$ cat src/rtl/psr_pkg.sv
package psr_pkg;

    typedef enum logic {
        MODE_HI_LOAD = 1'b0,
        MODE_LO_LOAD = 1'b1
    } psr_mode_e;

    typedef struct packed {
        logic load;
        logic sclk;
        logic en_n;
        logic ser;
    } psr_ctl_t;

    localparam int CTL_BITS = $bits(psr_ctl_t);

    function automatic logic load_active(psr_mode_e mode, logic lvl);
        return (mode == MODE_HI_LOAD) ? lvl : ~lvl;
    endfunction

    function automatic logic shift_level(psr_mode_e mode, logic sclk, logic en_n);
        return (mode == MODE_HI_LOAD) ? sclk : (sclk | en_n);
    endfunction

endpackage

$ cat src/rtl/psr_sync.sv
module psr_sync #(
    parameter int W      = 1,
    parameter int STAGES = 2
) (
    input  logic         clk,
    input  logic         rst,
    input  logic [W-1:0] d,
    output logic [W-1:0] q
);
    logic [W-1:0] stg [STAGES];

    always_ff @(posedge clk) begin
        if (rst) begin
            for (int i = 0; i < STAGES; i++) stg[i] <= '0;
        end else begin
            stg[0] <= d;
            for (int i = 1; i < STAGES; i++) stg[i] <= stg[i-1];
        end
    end

    assign q = stg[STAGES-1];

    AST_SYNC_DELAY: assert property (@(posedge clk) disable iff (rst)
        !$past(rst) |-> q == $past(stg[STAGES-2])) else $error("sync delay");
endmodule

$ cat src/rtl/psr_ctl.sv
module psr_ctl
    import psr_pkg::*;
#(
    parameter psr_mode_e MODE = MODE_HI_LOAD
) (
    input  logic     clk,
    input  logic     rst,
    input  psr_ctl_t ctl_s,
    output logic     load_act,
    output logic     shift_req
);
    logic lvl_now;
    logic lvl_prev;

    assign lvl_now  = shift_level(MODE, ctl_s.sclk, ctl_s.en_n);
    assign load_act = load_active(MODE, ctl_s.load);

    always_ff @(posedge clk) begin
        if (rst) lvl_prev <= 1'b0;
        else     lvl_prev <= lvl_now;
    end

    assign shift_req = lvl_now & ~lvl_prev;

    AST_RISE_SINGLE: assert property (@(posedge clk) disable iff (rst)
        shift_req |=> !shift_req) else $error("edge pulse too long");
    AST_RISE_NEEDS_HIGH: assert property (@(posedge clk) disable iff (rst)
        shift_req |=> lvl_prev) else $error("edge without level");
endmodule

$ cat src/rtl/psr_core.sv
module psr_core #(
    parameter int W = 8
) (
    input  logic         clk,
    input  logic         rst,
    input  logic         load_act,
    input  logic         shift_req,
    input  logic [W-1:0] par,
    input  logic         ser,
    output logic [W-1:0] q
);
    always_ff @(posedge clk) begin
        if (rst)            q <= '0;
        else if (load_act)  q <= par;
        else if (shift_req) q <= {q[W-2:0], ser};
    end

    AST_LOAD_TRACKS: assert property (@(posedge clk) disable iff (rst)
        load_act |=> q == $past(par)) else $error("load not tracked");
    AST_SHIFT_UP: assert property (@(posedge clk) disable iff (rst)
        (shift_req && !load_act) |=> q == {$past(q[W-2:0]), $past(ser)}) else $error("bad shift");
    AST_IDLE_HOLD: assert property (@(posedge clk) disable iff (rst)
        (!shift_req && !load_act) |=> $stable(q)) else $error("idle change");
endmodule

$ cat src/rtl/pad_shift_reg.sv
module pad_shift_reg
    import psr_pkg::*;
#(
    parameter int        WIDTH    = 8,
    parameter int        NUM_TAPS = 3,
    parameter int        STAGES   = 2,
    parameter psr_mode_e MODE     = MODE_HI_LOAD
) (
    input  logic                clk,
    input  logic                rst,
    input  logic [WIDTH-1:0]    par_in,
    input  logic                ser_in,
    input  logic                load_pin,
    input  logic                shift_clk,
    input  logic                clk_en_n,
    output logic [NUM_TAPS-1:0] taps,
    output logic                top_n
);
    localparam int BUS_W = WIDTH + CTL_BITS;

    psr_ctl_t         ctl_raw;
    psr_ctl_t         ctl_s;
    logic [WIDTH-1:0] par_s;
    logic             load_act;
    logic             shift_req;
    logic [WIDTH-1:0] q;

    assign ctl_raw = '{load: load_pin, sclk: shift_clk, en_n: clk_en_n, ser: ser_in};

    psr_sync #(.W(BUS_W), .STAGES(STAGES)) u_sync (
        .clk (clk),
        .rst (rst),
        .d   ({par_in, ctl_raw}),
        .q   ({par_s, ctl_s})
    );

    psr_ctl #(.MODE(MODE)) u_ctl (
        .clk       (clk),
        .rst       (rst),
        .ctl_s     (ctl_s),
        .load_act  (load_act),
        .shift_req (shift_req)
    );

    psr_core #(.W(WIDTH)) u_core (
        .clk       (clk),
        .rst       (rst),
        .load_act  (load_act),
        .shift_req (shift_req),
        .par       (par_s),
        .ser       (ctl_s.ser),
        .q         (q)
    );

    generate
        if (MODE == MODE_HI_LOAD) begin : g_hi
            assign taps  = q[WIDTH-1 -: NUM_TAPS];
            assign top_n = 1'b0;
        end else begin : g_lo
            assign taps  = {q[WIDTH-1], {(NUM_TAPS-1){1'b0}}};
            assign top_n = ~q[WIDTH-1];
        end
    endgenerate

    AST_TOP_COMPL: assert property (@(posedge clk) disable iff (rst)
        (MODE == MODE_LO_LOAD) |-> top_n != taps[NUM_TAPS-1]) else $error("complement");
    AST_LOAD_BLOCKS_SHIFT: assert property (@(posedge clk) disable iff (rst)
        load_act |=> taps == $past(par_s[WIDTH-1 -: NUM_TAPS]) || MODE == MODE_LO_LOAD) else $error("load lost");
endmodule

$ cat config.mk
export PLATFORM = sky130hd
export DESIGN_NAME = pad_shift_reg
export DESIGN_NICKNAME = d
export VERILOG_FILES = /design/src/rtl/psr_pkg.sv /design/src/rtl/psr_sync.sv /design/src/rtl/psr_ctl.sv /design/src/rtl/psr_core.sv /design/src/rtl/pad_shift_reg.sv
export SDC_FILE = /design/constraint.sdc
export NUM_CORES = 1
export LEC_CHECK = 0
export BUFFER_PORTS_ARGS = -buffer_cell sky130_fd_sc_hd__buf_2
export CAP_MARGIN = 20
export CORE_ASPECT_RATIO = 1.4
export CORE_UTILIZATION = 57
export DETAILED_ROUTE_END_ITERATION = 6
export HOLD_SLACK_MARGIN = 0.06
export PLACE_DENSITY_LB_ADDON = 0.25
export SYNTH_ARGS = -nofsm -noshare
export SYNTH_HDL_FRONTEND = slang
export SYNTH_SLANG_ARGS = --single-unit
$ cat constraint.sdc
create_clock -name clk -period 3.3 [get_ports clk]
set_input_delay 0.33 -clock clk [delete_from_list [all_inputs] [get_ports clk]]
set_output_delay 0.33 -clock clk [all_outputs]
set_load 0.02 [all_outputs]
# Word-level counts from Yosys, hierarchy flattened
# Memories as Yosys holds them, arrays and structs flattened.
# Cells that the tools add are included.
[word_totals]
regBits = 9
latch_bits = 0
ramBits = 24
mem_bits_ro = 0
in_bits = 14
out_inout_bits = 4
memories = 1
[classes]
add_sub_neg = 0
n_mul = 0
div = 0
n_lt_le_gt_ge = 0
eq_ne = 0
shifts = 0
muxes = 7
bitwise_logic = 4
reduce_logical = 1
[memory_table]
columns = ["name", "depth", "word_bits", "read_ports", "rd_ports_with_merged_regs", "wr", "line", "rtl"]
rows = [
  ["u_sync.stg", 2, 12, 2, 0, 2, "psr_sync.sv:10", "logic [W-1:0] stg [STAGES];"],
]
[ops]
columns = ["op", "count"]
rows = [
  ["2-to-1 mux 12 bit", 2],
  ["2-to-1 mux 8 bit", 2],
  ["2-to-1 mux 1 bit", 3],
  ["OR 1 bit", 2],
  ["nonzero test 2 bit", 1],
  ["AND 1 bit", 1],
  ["inverter 1 bit", 1],
]

# Longest topological paths before layout
# Gate-level depths: netlist of run 1.
[depth]
ltp_word = 4
ltp_mapped = 5

# By module
# Synthesis of run 1 repeated with hierarchy kept, for this count alone.
[hier_totals]
hier_cells = 103
hier_area_um2 = 1218.7
[modules_own_cells]
columns = ["module", "n_inst", "cells_per_inst", "area_each_um2"]
rows = [
  ["psr_sync", 1, 62, 783.3],
  ["psr_core", 1, 35, 369.1],
  ["psr_ctl", 1, 4, 55.1],
  ["pad_shift_reg", 1, 2, 11.3],
]

# Least setup slack after synthesis of run 1
# No wires, ideal clock.
[synth_timing]
path_type = "register to register"
startpoint = "memory u_sync.stg[0][14] (netlist bit)"
endpoint = "register u_core.q[5]"
arrival_time_ns = 0.953
setup_slack_ns = 2.244
path_stages_with_launch = 6
n_path_buf = 2
synth_period_minus_slack_ns = 1.056
cell_sequence = "dfxtp_1 nor2b_4 buf_6 buf_12 nor3_2 a2111oi_2"
[synth_rtl]
columns = ["item", "line", "rtl"]
rows = [
  ["start: declaration", "psr_sync.sv:10", ""],
  ["end signal: assignment", "psr_core.sv:14", "else if (load_act) q <= par;"],
  ["end signal: assignment", "psr_core.sv:15", "else if (shift_req) q <= {q[W-2:0], ser};"],
  ["end: declaration", "psr_core.sv:10", "output logic [W-1:0] q"],
]

==> summary.txt, run 1 <==
Timing
  – Max_slew headroom: 48.9%
  – Final TNS setup: 0 ns
  – Clock Skew: 0.00620 ns
  – Final Hold Vio Count: 0
  – Fin crit share: 43.4%
  – Worst-margin pin slew: 0.766 ns
  – Final setup fails: 0
  – Hold WS: 0.217 ns
  – Pins over their slew limit: 0
  – Setup repair after global routing missed its margin: no
  – FMAX: 699 MHz
  – Tmin final: 1.43 ns

Floorplanning
  – Die Ht: 54.6 um
  – Effective utilization at floorplan: 62.4%
  – CORE AREA: 1800 um2
  – Die ar.: 2160 um2
  – Chip Width: 39.5 um
  – Cell row count: 18
  – Io pins: 18

Cells and area
  – Area grow syn2layout: 7.34%
  – Layout cells sized above 1: 30.6%
  – Fillers: 157
  – Diodes inserted: 0
  – Nets: between 100 and 150

Global routing
  – First-pass GRT wire length: 2030 um
  – Most used routing layer: met2
  – Initial antenna violation count: 0
  – Largest net degree at the start of global routing: 32
  – Vias in the first global route: 510
  – Met1 Use GR: ~16%
  – Grt met2 use: 21.6%
  – Tot GR Track Use: 15.0%
  – Met3 GRT Util: between 6 and 7%
  – Global route overflow: 0

Synthesis
  – Synth unique cells: 15
  – Synth top area share: 55.2%
  – Mapped Nets: 113
  – Synth area leaders: dfxtp_1 (55%), nor2b_1 (17%), a2111oi_2 (11%), buf_4 (3.3%), nor3_2 (2.7%)
  – Yosys top cell by area: dfxtp_1
  – Seq cells post-synth: 31
  – Synthesized area: around 1100 um2
  – Synthesized instance count: 99
  – Register area share after synthesis: roughly 55%
  – Synth Warn #: 0
  – Synth Area per Inst: between 10 and 15 um2

Setup path
  – Reg2Reg Launch Point: u_sync.stg[0][15]$_SDFF_PP0_
  – CP max stage cell: dfxtp_1
  – Req. time, crit path: 3.51 ns
  – CP Cell Sequence: nor3_1 > a2111oi_2
  – Critical path type: reg -> reg
  – CP Max Fanout: 24
  – Critical Path AT: 1.64 ns
  – Crit start category: flop
  – FF-to-FF setup slack: 1.87 ns
  – Cell count of the worst reg-to-reg path: 2
  – Max stage delay on crit path: 0.82 ns
  – Worst setup EP type: flop
  – RR Endpoint: u_core.q[7]$_SDFFE_PP0P_
  – Launch point of the worst path: u_sync.stg[0][15]$_SDFF_PP0_
  – Critical path endpoint: u_core.q[7]$_SDFFE_PP0P_

Clocking
  – CTS tree: yes
  – Worst-path clk slew: ~0.080 ns
  – Clock sink count: 31
  – CTS-repair resized insts: 0
  – Root Buffer: clkbuf_4
  – Hold_buf cts: 0
  – Num CTS Buffers: 5
  – Insertion delay to the later sink of the worst-skew pair: 0.32 ns
  – Post-CTS Setup Bufs: 0
  – CTS Buffer Depth: 2
  – CTS H-tree depth: 2

Placement
  – GPL Wtd Cong: 0.579
  – HPWL Detailed: 806 um
  – Buffers on Ports: 15

Route
  – Final wirelength: 1270 um
  – DRT Pass-1 Iters: 3
  – Avg WL per Cell: 9.70 um
  – Antenna Nets Post-Route: 0
  – 1st-iter DRT viols: 3
  – Via density: ~5
  – DR vias: 639
  – DR DRC count: 0

Pwr
  – PwrDens: 581 nW/um2
  – Max IR drop VDD: 0.000438 V
  – Leakage: 0.476 nW

Run status
  – Outcome: finished clean

Hold path
  – Worst hold path type: in -> reg

Run
  – Maximum capacitance violations: 0
-- per-layer routing --
| metal | vias up | part of all wire [%] |
|---|---|---|
| li1 | 340 | - |
| met1 | 272 | 44 |
| met3 | 8 | 5.3 |
| met5 | - | 0 |
| met2 | 19 | 46 |
| met4 | 0 | 4.5 |
-- cell families (layout without fill, tap and decap cells) --
family                 Yosys count  count (layout)  share of synthesized area (%)
and+or+nand+nor                 47              47                           25.8
AOI/OAI and AO/OA                8               8                           10.7
buffers and inverters           12              24                           8.01
other                            1               1                          0.333
DFF                             31              31                           55.2
-- stage by stage --
step,instances,total power [W],cell area (um2),setup slack (ns),util [%]
final,131,0.000702,1210,1.87,67.0
after global routing,131,0.000735,1210,1.76,67.0
after CTS,131,0.000711,1210,1.88,67.0
after detailed placement,123,0.000472,1140,1.89,63.2
after global placement,123,0.000470,1140,1.94,63.2
after floorplan,99,0.000466,1120,2.24,-
-- sequential cells by signal (all words and copies together), names as in the netlist --
| register | count |
|---|---|
| u_sync.stg | 22 |
| u_ctl.lvl_prev | 1 |
| u_core.q | 8 |
-- cell usage after synthesis --
| cell type | number |
|---|---|
| dfxtp_1 | 31 |
| nor2b_1 | 30 |
| a2111oi_2 | 8 |
| nor2_1 | 7 |
| buf_4 | 5 |
| nor3_1 | 5 |
| nor3_2 | 3 |
| buf_2 | 2 |
| clkbuf_1 | 2 |
| buf_12 | 1 |
| buf_6 | 1 |
| conb_1 | 1 |
| inv_1 | 1 |
| nor2b_4 | 1 |
| nor3b_1 | 1 |
-- layout make-up --
type                            count  area (um2)  share of cell area [%]
Clock buffer                        8        68.8                    5.70
Inverter                            1        3.75                   0.311
Multi-Input combinational cell     56         414                    34.3
Sequential cell                    31         621                    51.4
Tap cell                           20        25.0                    2.07
Timing Repair Buffer               15        75.1                    6.22
-- worst min path at each step --
stage                                 from  cells after the start  slack [ns]                      endpoint
6_report                         par_in[7]                      2        0.22  u_sync.stg[0][11]$_SDFF_PP0_
5_1_grt                          par_in[1]                      2        0.21   u_sync.stg[0][5]$_SDFF_PP0_
4_1_cts                          par_in[4]                      2        0.20   u_sync.stg[0][8]$_SDFF_PP0_
3_5_place_dp   u_sync.stg[0][5]$_SDFF_PP0_                      1        0.42  u_sync.stg[0][17]$_SDFF_PP0_
3_3_place_gp   u_sync.stg[0][7]$_SDFF_PP0_                      1        0.42  u_sync.stg[0][19]$_SDFF_PP0_
2_1_floorplan                          rst                      1        0.41      u_core.q[0]$_SDFFE_PP0P_
-- cells in the final DEF (no fill, tap or decap), types with 2 or more instances in the layout --
| cell | synthesis | layout |
|---|---|---|
| a2111oi_2 | 8 | 8 |
| buf_2 | 2 | 15 |
| clkbuf_4 | 0 | 5 |
| clkbuf_8 | 0 | 2 |
| dfxtp_1 | 31 | 31 |
| nor2_1 | 7 | 7 |
| nor2b_1 | 30 | 30 |
| nor3_1 | 5 | 5 |
| nor3_2 | 3 | 3 |
-- where the power goes --
part / switching (W) / internal (W) / total (W) / leakage, nW
combinational: 0.0000291 / 0.0000292 / 0.0000582 / 0.182
clock: 0.000114 / 0.000125 / 0.000240 / 0.0386
sequential: 0.0000101 / 0.000394 / 0.000404 / 0.256
total: 0.000154 / 0.000548 / 0.000702 / 0.476
-- worst max-delay path, delay by kind of cell (launching register included) --
kind            cells  cell delay, ns
simple gates        1            0.14
compound gates      1            0.36
flops               1            0.82
(Power assumes the default switching activity.)
==> inputs of run 2 (changes only) <==
--- a/config.mk
+++ b/config.mk
@@ -8,7 +8,7 @@
 export BUFFER_PORTS_ARGS = -buffer_cell sky130_fd_sc_hd__buf_2
 export CAP_MARGIN = 20
 export CORE_ASPECT_RATIO = 1.4
-export CORE_UTILIZATION = 57
+export CORE_UTILIZATION = 53
 export DETAILED_ROUTE_END_ITERATION = 6
 export HOLD_SLACK_MARGIN = 0.06
 export PLACE_DENSITY_LB_ADDON = 0.25
==> constraint.sdc (replaced) <==
create_clock -name clk -period 1.5 [get_ports clk]
set_input_delay 0.15 -clock clk [delete_from_list [all_inputs] [get_ports clk]]
set_output_delay 0.15 -clock clk [all_outputs]
set_load 0.02 [all_outputs]
==> run 2 against run 1 <==
- critical path depth is 1 higher
- sequential cell count unchanged
- clock power rose by 70%
- utilization shrank 1.3 points
- total power rose by 110%
- routed wire length up 18%
- highest routed layer unchanged
- final cell count up 8.4%
- largest cell class unchanged
- register-to-register slack got worse by 1.6 ns
- worst hold slack worse by 0.11 ns
- fmax grew 14%
- critical endpoint is now u_core.q[1]$_SDFFE_PP0P_
- non-clock buffer count up 12
==> summary.txt, run 2 (synthesis gave the netlist of run 1 again) <==
Cells and area
  – Largest regs: u_sync.stg (22), u_core.q (8), u_ctl.lvl_prev (1)
  – Area grow syn2layout: 15.2%
  – Biggest register: u_sync.stg
  – Most common cell after layout, fill and taps aside: dfxtp_1
  – Fillers: 168
  – Nets: about 140
  – Multi-input logic area: just over 400 um2
  – Commonest non-fill, non-tap cells in the layout: dfxtp_1 (31), nor2b_1 (30), buf_2 (15)
  – Layout cells sized above 1: ~28%
  – FF+latch area: 621 um2
  – Number of flip-flops in the largest register: 22
  – Final Util: 65.7%
  – Diodes inserted: 0

Floorplanning
  – Effective utilization at floorplan: 57.0%
  – Io pins: 18
  – Cell row count: 19
  – Chip Width: 40.9 um
  – CORE AREA: ~2000 um2
  – Die ar.: 2310 um2
  – Die Ht: 56.5 um

Clocking
  – Clock sink count: 31
  – CTS-repair resized insts: 0
  – CTS tree: yes
  – Hold_buf cts: 10
  – CTS Buffer Depth: 2
  – Root Buffer: clkbuf_4
  – Post-CTS Setup Bufs: 0
  – Insertion delay to the later sink of the worst-skew pair: 0.32 ns
  – Num CTS Buffers: 5
  – CTS H-tree depth: 2
  – Worst-path clk slew: 0.09 ns

Timing
  – Final Hold Vio Count: 0
  – Clock Skew: 0.00565 ns
  – FMAX: 797 MHz
  – Worst setup margin: 0.245 ns
  – Hold WS: 0.107 ns
  – Final TNS setup: 0 ns
  – Max_slew headroom: 60.8%
  – Worst-margin pin slew: 0.588 ns
  – Tmin final: approximately 1.3 ns
  – Final setup fails: 0
  – Fin crit share: 83.7%
  – Setup repair after global routing missed its margin: no
  – Pins over their slew limit: 0

Global routing
  – Vias in the first global route: 678
  – Initial antenna violation count: 0
  – Global route overflow: 0
  – Tot GR Track Use: 16.6%
  – First-pass GRT wire length: between 2000 and 2500 um
  – Largest net degree at the start of global routing: 32

Pwr
  – PwrDens: 1120 nW/um2
  – Leakage: 0.514 nW
  – Max IR drop VDD: 0.000858 V

Placement
  – Setup WS pre-CTS: 0.248 ns
  – GPL Wtd Cong: about 0.60
  – Buffers on Ports: 15

Run status
  – Outcome: finished clean

Route
  – Via density: 4.86
  – Antenna Nets Post-Route: 0
  – WL met3: 81 um
  – DRT Pass-1 Iters: 2
  – Met2 Wirelength: 772 um
  – Max layer used: met4
  – 1st-iter DRT viols: 7
  – DR DRC count: 0
  – Avg WL per Cell: 10.5 um
  – Final wirelength: 1500 um
  – DR vias: 690
  – M1 WL: 622 um

Hold path
  – HP Start: load_pin
  – Hold depth: 2
  – Worst hold path type: in -> reg
  – WHS Endpoint: u_sync.stg[0][3]$_SDFF_PP0_

Setup path
  – RR Endpoint: u_core.q[1]$_SDFFE_PP0P_
  – Critical path type: reg -> reg
  – Cell count of the worst reg-to-reg path: 3
  – Reg2Reg Launch Point: u_sync.stg[0][14]$_SDFF_PP0_
  – Crit start category: flop
  – FF-to-FF setup slack: approximately 0.24 ns
  – Req. time, crit path: between 1.5 and 2 ns
  – CP Max Fanout: 15
  – Worst setup EP type: flop
  – Critical Path AT: between 1 and 1.5 ns

Run
  – Maximum capacitance violations: 0
==> run 2: how the worst max path moves through the flow <==
| stage | from | to | slack [ns] |
|---|---|---|---|
| CTS | u_sync.stg[0][14]$_SDFF_PP0_ | u_core.q[7]$_SDFFE_PP0P_ | 0.22 |
| detailed placement | u_sync.stg[0][14]$_SDFF_PP0_ | u_core.q[7]$_SDFFE_PP0P_ | 0.25 |
| finish | u_sync.stg[0][14]$_SDFF_PP0_ | u_core.q[1]$_SDFFE_PP0P_ | 0.24 |
| global placement | u_sync.stg[0][14]$_SDFF_PP0_ | u_core.q[7]$_SDFFE_PP0P_ | 0.28 |
| floorplan | u_sync.stg[0][14]$_SDFF_PP0_ | u_core.q[5]$_SDFFE_PP0P_ | 0.44 |
| global route | u_sync.stg[0][14]$_SDFF_PP0_ | u_core.q[0]$_SDFFE_PP0P_ | 0.14 |
==> run 2: worst max-delay path: stages (launching register included) <==
cell and delay [ns]:
dfxtp_1 0.33, nor2b_4 0.40, nor3_1 0.11, a2111oi_2 0.32
==> run 2: final cells by class <==
| type | instances | share of cell area (%) |
|---|---|---|
| clock buffer | 6 | 3.19 |
| inverter | 1 | 0.290 |
| multi-input combinational | 56 | 31.9 |
| sequential | 31 | 47.9 |
| tap | 21 | 2.03 |
| timing repair buffer | 27 | 14.7 |
==> run 2: power by group <==
part / leakage [nW] / internal, W / total, W / switching (W)
registers: 0.256 / 0.000867 / 0.000882 / 0.0000156
clock network: 0.0242 / 0.000166 / 0.000407 / 0.000241
logic: 0.234 / 0.0000836 / 0.000160 / 0.0000765
total: 0.514 / 0.00112 / 0.00145 / 0.000333
==> run 2: layer usage <==
layer  track usage (%)  vias to the layer above
met5                 0                        -
met4              5.71                        0
met3              11.9                        2
met2              26.8                       19
met1              15.1                      308
li1                  -                      361
==> run 2: stage by stage <==
step	power [W]	area (um2)	cells
finish	0.00145	1300	142
global route	0.00154	1300	142
CTS	0.00147	1300	142
detailed placement	0.00104	1150	126
global placement	0.00104	1150	126
floorplan	0.00103	1120	99
==> inputs of run 3 (changes only) <==
==> constraint.sdc (replaced) <==
create_clock -name clk -period 1.3 [get_ports clk]
set_input_delay 0.13 -clock clk [delete_from_list [all_inputs] [get_ports clk]]
set_output_delay 0.13 -clock clk [all_outputs]
set_load 0.02 [all_outputs]
==> run 3 against run 2 <==
- first-iteration DRC count decreased by 29%
- via count increased by 4.3%
- largest power group unchanged
- die area unchanged
- non-clock buffer count increased by 4
==> summary.txt, run 3 (synthesis gave the netlist of run 1 again) <==
Pwr
  – Max IR drop VDD: 0.000889 V
  – Leakage: about 0.56 nW
  – Net Switching: 0.000397 W
  – Clock power frac: 33.3%
  – Sequential Power Share: 55.9%
  – Combinational power share: 10.8%
  – Sw Share: 21.8%
  – PwrDens: 1320 nW/um2
  – Internal power: 0.00143 W

Placement
  – GPL Wtd Cong: 0.602
  – HPWL Detailed: 828 um
  – Buffers on Ports: 15
  – Placed Area: 1180 um2

Route
  – DR DRC count: 0
  – Avg WL per Cell: 9.86 um
  – Max layer used: met4
  – Via density: 4.86
  – DR vias: slightly above 700
  – Met2 Wirelength: 728 um
  – 1st-iter DRT viols: 5
  – Final wirelength: 1460 um
  – M1 WL: 625 um
  – WL met3: 56 um
  – DRT Pass-1 Iters: 4
  – Antenna Nets Post-Route: 0

Timing
  – Final TNS setup: 0 ns
  – FMAX: 899 MHz
  – Final setup fails: 0
  – Max_slew headroom: 61.0%
  – Final Hold Vio Count: 0
  – Setup repair after global routing missed its margin: no
  – Worst-margin pin slew: 0.585 ns
  – Clock Skew: 0.00724 ns
  – Fin crit share: 85.5%
  – Tmin final: about 1.1 ns
  – Pins over their slew limit: 0

Clocking
  – CTS tree: yes
  – CTS Buffer Depth: 2
  – Clock sink count: 31
  – Num CTS Buffers: 5
  – Root Buffer: clkbuf_4
  – CTS H-tree depth: 2
  – Worst-path clk slew: 0.09 ns
  – Insertion delay to the later sink of the worst-skew pair: between 0.3 and 0.4 ns

Cells and area
  – Number of flip-flops in the largest register: 22
  – Layout cells sized above 1: 30.7%
  – Largest regs: u_sync.stg (22), u_core.q (8), u_ctl.lvl_prev (1)
  – Diodes inserted: 0
  – Final Util: 70.0%
  – Area grow syn2layout: 22.8%
  – Most common cell after layout, fill and taps aside: dfxtp_1
  – Design area: 1380 um2
  – Biggest register: u_sync.stg
  – Nets: 140
  – Commonest non-fill, non-tap cells in the layout: dfxtp_1 (31), nor2b_1 (30), buf_2 (15)

Global routing
  – Global route overflow: 0
  – Initial antenna violation count: 0
  – Vias in the first global route: 683
  – First-pass GRT wire length: 2500 um
  – Largest net degree at the start of global routing: 32
  – Tot GR Track Use: 16.6%

Floorplanning
  – Die ar.: 2310 um2
  – CORE AREA: 1970 um2
  – Cell row count: 19
  – Effective utilization at floorplan: 57.0%
  – Io pins: 18
  – Die Ht: approximately 57 um
  – Chip Width: 40.9 um

Setup path
  – Crit start category: flop
  – Critical path type: reg -> reg
  – CP Max Fanout: 14
  – Worst setup EP type: flop
  – Req. time, crit path: 1.51 ns
  – Cell count of the worst reg-to-reg path: 4
  – Critical Path AT: between 1 and 1.5 ns

Run
  – Maximum capacitance violations: 0

Hold path
  – Hold depth: 2
  – Worst hold path type: in -> reg

Run status
  – Outcome: finished clean
[run 3: per-stage QoR]
| stage | setup slack [ns] | instances | hold slack (ns) | total power, W |
|---|---|---|---|---|
| after floorplan | 0.244 | 99 | 0.210 | 0.00118 |
| after global placement | 0.127 | 128 | 0.339 | 0.00120 |
| after detailed placement | 0.0916 | 128 | 0.342 | 0.00121 |
| after CTS | 0.0658 | 147 | 0.300 | 0.00185 |
| after global routing | 0.119 | 148 | 0.318 | 0.00193 |
| final | 0.188 | 148 | 0.298 | 0.00182 |
[run 3: cell type report]
cell class	instances	area, um2
clock buffers	8	68.8
fillers	145	592
inverters	1	3.75
multi-input cells	56	414
flip-flops and latches	31	621
well taps	21	26.3
repair buffers	31	248
[run 3: power by group through the flow]
stage               clock [W]  combinational, W  sequential [W]
global route         0.000691          0.000215         0.00103
CTS                  0.000635          0.000193         0.00102
detailed placement          0          0.000168         0.00104
global placement            0          0.000164         0.00104
floorplan                   0          0.000146         0.00104
finish               0.000608          0.000197         0.00102
[run 3: per-layer routing]
| metal | vias up | GRT usage (%) |
|---|---|---|
| met1 | 317 | 16.2 |
| met4 | 0 | 12.9 |
| met5 | - | 0 |
| met2 | 18 | 25.2 |
| met3 | 7 | 7.11 |
| li1 | 378 | - |
[run 3: worst paths after layout]
kind | start | end | slack, ns
worst max register to register | u_sync.stg[0][14]$_SDFF_PP0_ | u_core.q[3]$_SDFFE_PP0P_ | 0.19
worst min register to register | u_sync.stg[0][7]$_SDFF_PP0_ | u_sync.stg[0][19]$_SDFF_PP0_ | 0.44
worst min-delay path | rst | u_sync.stg[0][22]$_SDFF_PP0_ | 0.30
worst max-delay path | u_sync.stg[0][14]$_SDFF_PP0_ | u_core.q[3]$_SDFFE_PP0P_ | 0.19
[run 3: what timing repair did]
action                                 in CTS  in global routing
setup buffers                               0                  1
hold buffers                               11                  0
endpoints found under the hold margin      11                  0
gates resized for setup                     0                  0
setup endpoints to repair                   0                  1
[run 3: critical path, cell delays in order, from the launching register on]
cell	delay, ns
dfxtp_1	0.32
nor2b_4	0.13
buf_12	0.14
buf_4	0.14
a2111oi_2	0.29
